<file path="config.mk">
export PLATFORM = sky130hd
export DESIGN_NAME = hit_stamp_top
export DESIGN_NICKNAME = d
export VERILOG_FILES = /design/src/rtl/hit_stamp_pkg.sv /design/src/rtl/disc_sync.sv /design/src/rtl/slice_timer.sv /design/src/rtl/hit_queue.sv /design/src/rtl/rec_fifo.sv /design/src/rtl/hit_stamp_top.sv
export SDC_FILE = /design/constraint.sdc
export NUM_CORES = 2
export LEC_CHECK = 0
export ABC_CLOCK_PERIOD_IN_PS = 4500
export BUFFER_PORTS_ARGS = -buffer_cell sky130_fd_sc_hd__buf_2
export CORE_UTILIZATION = 35
export DETAILED_ROUTE_END_ITERATION = 7
export GPL_TIMING_DRIVEN = 0
export SLEW_MARGIN = 10
export SYNTH_ARGS = -nofsm -noshare
export SYNTH_HDL_FRONTEND = slang
export SYNTH_SLANG_ARGS = --single-unit
export TNS_END_PERCENT = 50
</file>
<file path="constraint.sdc">
create_clock -name clk_i -period 4.5 [get_ports clk_i]
set_clock_uncertainty 0.2 [all_clocks]
set_input_delay 0.9 -clock clk_i [delete_from_list [all_inputs] [get_ports clk_i]]
set_output_delay 0.9 -clock clk_i [all_outputs]
set_load 0.01 [all_outputs]
</file>
<file path="src/rtl/hit_stamp_pkg.sv">
package hit_stamp_pkg;
  localparam int CH_W    = 6;
  localparam int SLICE_W = 5;
  localparam int FINE_W  = 8;

  typedef struct packed {
    logic [CH_W-1:0]    chan;
    logic [SLICE_W-1:0] slice;
    logic [FINE_W-1:0]  fine;
  } hit_rec_t;

  localparam int REC_W = $bits(hit_rec_t);
endpackage

</file>
<file path="src/rtl/disc_sync.sv">
module disc_sync #(
  parameter int N = 64
) (
  input  logic         clk_i,
  input  logic         rst_ni,
  input  logic [N-1:0] line_i,
  output logic [N-1:0] rise_o
);
  logic [N-1:0] s1_q, s2_q, s3_q;

  always_ff @(posedge clk_i or negedge rst_ni) begin
    if (!rst_ni) begin
      s1_q <= '0;
      s2_q <= '0;
      s3_q <= '0;
    end else begin
      s1_q <= line_i;
      s2_q <= s1_q;
      s3_q <= s2_q;
    end
  end

  assign rise_o = s2_q & ~s3_q;

  p_rise_single_r3: assert property (@(posedge clk_i) disable iff (!rst_ni)
    (|rise_o) |=> ((rise_o & $past(rise_o)) == '0));
endmodule

</file>
<file path="src/rtl/slice_timer.sv">
module slice_timer
  import hit_stamp_pkg::*;
(
  input  logic               clk_i,
  input  logic               rst_ni,
  input  logic               spill_start_i,
  input  logic               tick_i,
  output logic [SLICE_W-1:0] slice_o,
  output logic [FINE_W-1:0]  fine_o
);
  localparam logic [SLICE_W-1:0] SLICE_MAX = '1;
  localparam logic [FINE_W-1:0]  FINE_MAX  = '1;

  always_ff @(posedge clk_i or negedge rst_ni) begin
    if (!rst_ni) begin
      slice_o <= '0;
      fine_o  <= '0;
    end else if (spill_start_i) begin
      slice_o <= '0;
      fine_o  <= '0;
    end else if (tick_i) begin
      if (slice_o != SLICE_MAX) slice_o <= slice_o + 1'b1;
      fine_o <= '0;
    end else if (fine_o != FINE_MAX) begin
      fine_o <= fine_o + 1'b1;
    end
  end

  p_fine_zero_after_tick_r4: assert property (@(posedge clk_i) disable iff (!rst_ni)
    (tick_i || spill_start_i) |=> (fine_o == '0));
  p_slice_step_r4: assert property (@(posedge clk_i) disable iff (!rst_ni)
    (tick_i && !spill_start_i && slice_o != SLICE_MAX) |=> (slice_o == $past(slice_o) + 1'b1));
endmodule

</file>
<file path="src/rtl/hit_queue.sv">
module hit_queue
  import hit_stamp_pkg::*;
#(
  parameter int N = 64
) (
  input  logic               clk_i,
  input  logic               rst_ni,
  input  logic [N-1:0]       rise_i,
  input  logic               win_i,
  input  logic [SLICE_W-1:0] slice_i,
  input  logic [FINE_W-1:0]  fine_i,
  input  logic               space_i,
  output logic               push_o,
  output hit_rec_t           rec_o,
  output logic               lost_o
);
  logic [N-1:0]       pend_q, cap, grant_vec, busy;
  logic [SLICE_W-1:0] slice_q [N];
  logic [FINE_W-1:0]  fine_q  [N];
  logic [CH_W-1:0]    idx;
  logic               found;

  // lowest index wins
  always_comb begin
    found = 1'b0;
    idx   = '0;
    for (int i = N - 1; i >= 0; i--) begin
      if (pend_q[i]) begin
        found = 1'b1;
        idx   = CH_W'(i);
      end
    end
  end

  assign push_o    = found && space_i;
  assign grant_vec = push_o ? (N'(1) << idx) : '0;
  assign cap       = rise_i & {N{win_i}};
  assign busy      = pend_q & ~grant_vec;
  assign lost_o    = |(cap & busy);

  always_ff @(posedge clk_i or negedge rst_ni) begin
    if (!rst_ni) pend_q <= '0;
    else         pend_q <= busy | cap;
  end

  for (genvar g = 0; g < N; g++) begin : g_stamp
    always_ff @(posedge clk_i or negedge rst_ni) begin
      if (!rst_ni) begin
        slice_q[g] <= '0;
        fine_q[g]  <= '0;
      end else if (cap[g] && !busy[g]) begin
        slice_q[g] <= slice_i;
        fine_q[g]  <= fine_i;
      end
    end
  end

  assign rec_o = '{chan: idx, slice: slice_q[idx], fine: fine_q[idx]};

  p_no_capture_closed_r5: assert property (@(posedge clk_i) disable iff (!rst_ni)
    (!win_i && pend_q == '0) |=> (pend_q == '0));
  p_lost_keeps_pending_r8: assert property (@(posedge clk_i) disable iff (!rst_ni)
    lost_o |=> (pend_q != '0));
  p_parked_waits_r6: assert property (@(posedge clk_i) disable iff (!rst_ni)
    (!space_i && pend_q != '0) |=> (pend_q != '0));
endmodule

</file>
<file path="src/rtl/rec_fifo.sv">
module rec_fifo #(
  parameter int DEPTH = 8,
  parameter int W     = 19
) (
  input  logic         clk_i,
  input  logic         rst_ni,
  input  logic         push_i,
  input  logic [W-1:0] data_i,
  input  logic         pop_i,
  output logic         full_o,
  output logic         valid_o,
  output logic [W-1:0] data_o
);
  localparam int PW = (DEPTH > 1) ? $clog2(DEPTH) : 1;
  localparam int CW = $clog2(DEPTH + 1);

  logic [W-1:0]  mem [DEPTH];
  logic [PW-1:0] wp_q, rp_q;
  logic [CW-1:0] cnt_q;
  logic          do_push, do_pop;

  assign full_o  = (cnt_q == CW'(DEPTH));
  assign valid_o = (cnt_q != '0);
  assign data_o  = mem[rp_q];
  assign do_push = push_i && !full_o;
  assign do_pop  = pop_i && valid_o;

  always_ff @(posedge clk_i or negedge rst_ni) begin
    if (!rst_ni) begin
      wp_q  <= '0;
      rp_q  <= '0;
      cnt_q <= '0;
    end else begin
      if (do_push) wp_q <= (wp_q == PW'(DEPTH - 1)) ? '0 : wp_q + 1'b1;
      if (do_pop)  rp_q <= (rp_q == PW'(DEPTH - 1)) ? '0 : rp_q + 1'b1;
      cnt_q <= cnt_q + CW'(do_push) - CW'(do_pop);
    end
  end

  always_ff @(posedge clk_i) begin
    if (do_push) mem[wp_q] <= data_i;
  end

  p_full_holds_r7: assert property (@(posedge clk_i) disable iff (!rst_ni)
    (full_o && !pop_i) |=> full_o);
  p_count_bound_r7: assert property (@(posedge clk_i) disable iff (!rst_ni)
    cnt_q <= CW'(DEPTH));
endmodule

</file>
<file path="src/rtl/hit_stamp_top.sv">
module hit_stamp_top
  import hit_stamp_pkg::*;
#(
  parameter int                NUM_CHIPS      = 4,
  parameter int                LINES_PER_CHIP = 16,
  parameter int                FIFO_DEPTH     = 8,
  parameter logic [NUM_CHIPS-1:0] HIGAIN_TOP  = '1,
  parameter int                NUM_CH         = NUM_CHIPS * LINES_PER_CHIP
) (
  input  logic                 clk_i,
  input  logic                 rst_ni,
  input  logic [NUM_CH-1:0]    disc_i,
  input  logic                 slice_tick_i,
  input  logic                 window_i,
  input  logic                 spill_start_i,
  input  logic                 rd_i,
  output logic                 rec_valid_o,
  output logic [REC_W-1:0]     rec_o,
  output logic                 overflow_o,
  output logic [NUM_CHIPS-1:0] half_sel_o
);
  logic [NUM_CH-1:0]  rise;
  logic [SLICE_W-1:0] slice;
  logic [FINE_W-1:0]  fine;
  logic               full, push, lost;
  hit_rec_t           cand;

  assign half_sel_o = HIGAIN_TOP;

  disc_sync #(.N(NUM_CH)) i_sync (
    .clk_i, .rst_ni, .line_i(disc_i), .rise_o(rise)
  );

  slice_timer i_timer (
    .clk_i, .rst_ni, .spill_start_i, .tick_i(slice_tick_i),
    .slice_o(slice), .fine_o(fine)
  );

  hit_queue #(.N(NUM_CH)) i_queue (
    .clk_i, .rst_ni, .rise_i(rise), .win_i(window_i),
    .slice_i(slice), .fine_i(fine), .space_i(!full),
    .push_o(push), .rec_o(cand), .lost_o(lost)
  );

  rec_fifo #(.DEPTH(FIFO_DEPTH), .W(REC_W)) i_fifo (
    .clk_i, .rst_ni, .push_i(push), .data_i(cand), .pop_i(rd_i),
    .full_o(full), .valid_o(rec_valid_o), .data_o(rec_o)
  );

  always_ff @(posedge clk_i or negedge rst_ni) begin
    if (!rst_ni)            overflow_o <= 1'b0;
    else if (spill_start_i) overflow_o <= 1'b0;
    else if (lost)          overflow_o <= 1'b1;
  end

  p_overflow_sticky_r8: assert property (@(posedge clk_i) disable iff (!rst_ni)
    (overflow_o && !spill_start_i) |=> overflow_o);
  p_overflow_clear_r8: assert property (@(posedge clk_i) disable iff (!rst_ni)
    spill_start_i |=> !overflow_o);
endmodule

</file>
==> results.yml <==
pwr:
  powerDensity_mw_per_mm2: 653.2
  peakVddDrop_mv: 0.5074
  power_switching_mw: 19.37
  comb_power_share: 0.449
  p_seq_frac: 0.288
  p_sw_frac: 0.4313
  power_mw: 44.90
  clkPwrFrac: 0.263
  leakagePower_nw: 30.39
  p_int_mw: 25.53
synthesis:
  yosys.cell_types.count: 96
  synth_area_per_cell_um2: 12.43
  yosysWarnings: 0
  ys_seq_area_frac: 0.5799
  syn-cell-area_mm2: 0.05586
  synth_xor_area_frac: 0.001098
  muxShareOfSynthArea: 0.2042
  ys.flop_type: "dfrtp_1"
  synthSimpleGateAreaFrac: 0.09263
  syn_inst: 4495
  synth-edff-count: 152
  async_flop_share: 0.8797
  synthAdderAreaFrac: 0.003270
  ys_ff_latch: 1264
  synth_top_family_by_area: "multiplexers"
  synth_compound_area_frac: 0.08687
floorplan:
  ioPinCount: 95
  coreArea_mm2: 0.1584
  initial_core_util: 0.3527
  dieHeight_um: 401.5
  die_w_um: 401.5
  dieArea_mm2: 0.1612
  rows: 146
layout:
  final_util: 0.4341
  layout.cells.non_filler: 7078
  nets: 4967
  area_delta_synth_final_pct: 23.08
  drive_gt1_frac: 0.3602
  final_area_mm2: 0.06875
clock_tree:
  cts_sinks: 1264
  clk-insertion-delay-late_ns: 0.82
  clk_pin_slew_ns: 0.06
  clockBufferDepth: 3
  numCtsBuffers: 139
  cts-root-buf: "clkbuf_16"
  cts_tree: "done"
  cts_htree_levels: 4
status:
  failed_checks: "negative setup slack"
  outcome: "complete, but fails checks"
hold_path:
  hp-class: "in -> reg"
  holdPathStages: 1
global_route:
  met1_usage: 0.3845
  overflow: 0
  use_met2: 0.4144
  grt_pass1_vias: 41360
  grt_max_degree: 156
  antenna_found_initial: 17
  gr-max-usage-layer: "met2"
  grt_pass1_wl_um: 333300
  grt_use_met3: 0.1129
  grt_use_total: 0.2981
place:
  postPlaceCellArea_mm2: 0.05941
  dpl.cell_count: 6680
  dp_hpwl_um: 165300
  place_ws_ns: -1.704
  gp_congestion: 1.008
  numPortBuffers: 89
sta:
  fin_crit_sh: 1.055
  finalHoldViolCount: 0
  fmax_mhz: 210.7
  fin_crit_ns: 4.747
  fin_ws_ns: -0.2471
  slew_viol_final: 0
  holdWs_ns: 0.02828
  worst_slew_pin_slew_ns: 1.341
  rsz0062_at_grt: "true"
  finalSetupTns_ns: -14.18
  relSlewSlack: 0.1060
  setup_viol: 176
drt:
  vias: 42800
  drc: 0
  viasPerCell: 6.046
  post_drt_wl_per_cell_um: 34.56
  routed_wl_um: 244600
  drtAntennaViolNets: 0
  first_pass_iters: 6
  drt_iter0_markers: 6007
critical_path:
  cp.arrival_ns: 5.19
  critical_path_class: "reg -> reg"
  end_kind: "register"
  rr_worst_depth: 16
  worstPathRequired_ns: 4.95
  crit_fanout: 10
  cp-start-kind: "register"
flow_run:
  max-cap-violations: 0
## worst paths after layout
path,from,slack (ns),to
max in group asynchronous,rst_ni,1.35,i_queue.fine_q[202]$_DFFE_PN0P_
min in group asynchronous,rst_ni,0.40,i_sync.s1_q[48]$_DFF_PN0_
worst min register to register,i_sync.s1_q[33]$_DFF_PN0_,0.14,i_sync.s2_q[33]$_DFF_PN0_
worst min-delay path,disc_i[1],0.03,i_sync.s1_q[1]$_DFF_PN0_
worst max-delay path,i_queue.pend_q[18]$_DFF_PN0_,-0.25,i_fifo.mem[5][0]$_DFFE_PP_
worst max register to register,i_queue.pend_q[18]$_DFF_PN0_,-0.25,i_fifo.mem[5][0]$_DFFE_PP_
## layer usage
layer	wire (µm)	vias up
li1	-	17100
met1	93690	21940
met2	100000	2910
met3	32070	827
met4	18600	19
met5	240	-
## critical path, cell delays in order (launching register included)
cell and delay [ns]:
dfrtp_1 0.36, buf_4 0.18, or2_2 0.32, a2111oi_4 0.44
o211a_1 0.32, o21ai_1 0.11, o21ai_2 0.23, a21oi_4 0.16
inv_2 0.17, buf_12 0.16, buf_12 0.19, buf_12 0.21
nand2_1 0.08, nand3_1 0.09, a31oi_2 0.15, a222oi_1 0.81
or2_4 0.33
## area by class of cell
| cell class | count | area [µm²] |
|---|---|---|
| Clock inverter | 44 | 570.5 |
| Multi-Input combinational cell | 2829 | 23610 |
| Clock buffer | 209 | 4094 |
| Buffer | 340 | 2939 |
| Inverter | 61 | 249.0 |
| Fill cell | 14490 | 89630 |
| Sequential cell | 1264 | 32410 |
| Antenna cell | 11 | 27.53 |
| Tap cell | 2072 | 2592 |
| Timing Repair Buffer | 248 | 2256 |
## flip-flops by register name (all words and copies together) (netlist names)
register and cells:
i_timer.slice_o 5, i_timer.fine_o 8, overflow_o 1, i_queue.pend_q 64, i_fifo.cnt_q 4, i_sync.s1_q 64
i_queue.fine_q 512, i_fifo.mem 152, i_sync.s2_q 64, i_fifo.rp_q 3, i_queue.slice_q 320, i_fifo.wp_q 3
i_sync.s3_q 64
## cell usage in the layout (no fill, tap or decap), types with 28 or more instances in the layout
cell,n
dfrtp_1,1098
mux2_2,826
nand2_1,574
clkbuf_1,169
o21ai_0,166
edfxtp_1,152
clkbuf_16,147
buf_2,127
buf_4,98
a21oi_1,90
mux2i_1,90
nand3_1,89
a211oi_1,75
and2_1,70
a31oi_1,64
nor2_1,62
inv_1,55
dlygate4sd3_1,53
clkbuf_8,42
buf_6,40
mux4_2,38
buf_12,36
nand2b_1,33
buf_8,28
## synth_stat cells, drive strengths merged (13+ instances only)
master	count	area, µm²
and2	72	452.9
nand3	115	625.6
dfrtp	1112	27830
a221oi	31	277.8
ha	13	162.7
nand2	593	2233
mux2i	110	1101
nor3	40	205.2
o21ai	203	1020
nand2b	39	244.0
inv	60	232.7
a311oi	42	367.9
mux4	38	855.8
o31ai	19	175.2
nand3b	26	195.2
a21oi	103	526.8
o22ai	20	125.1
edfxtp	152	4564
nor2	79	296.5
and3b	17	148.9
buf	157	848.3
o211ai	16	125.1
a31oi	83	519.3
nor2b	23	143.9
a211oi	98	735.7
nor4	37	250.2
mux2	839	9448
clkbuf	187	701.9
## cells by family after synthesis
logic type,Yosys count
and+or+nand+nor,1093
muxes,987
other,1
DFF,1264
xor gates and xnor gates,7
buffers and inverters,405
adders and majority gates,14
AOI/OAI and AO/OA,724
## timing repair
action	CTS	global route
hold buffers	53	0
hold endpoints to repair	102	0
setup buffers	39	42
pin swaps	26	84
resized for setup	569	275
setup endpoints to repair	601	361
cloned	1	4
## power groups by stage
| stage | Clock (mW) | Combinational [mW] | Sequential (mW) |
|---|---|---|---|
| floorplan | 0 | 6.03 | 13.0 |
| global placement | 0 | 14.5 | 13.2 |
| detailed placement | 0 | 14.8 | 13.2 |
| CTS | 11.8 | 17.4 | 12.9 |
| global route | 12.3 | 19.6 | 13.0 |
| finish | 11.8 | 20.1 | 12.9 |
Note: power is estimated with default switching activity, not from simulation.
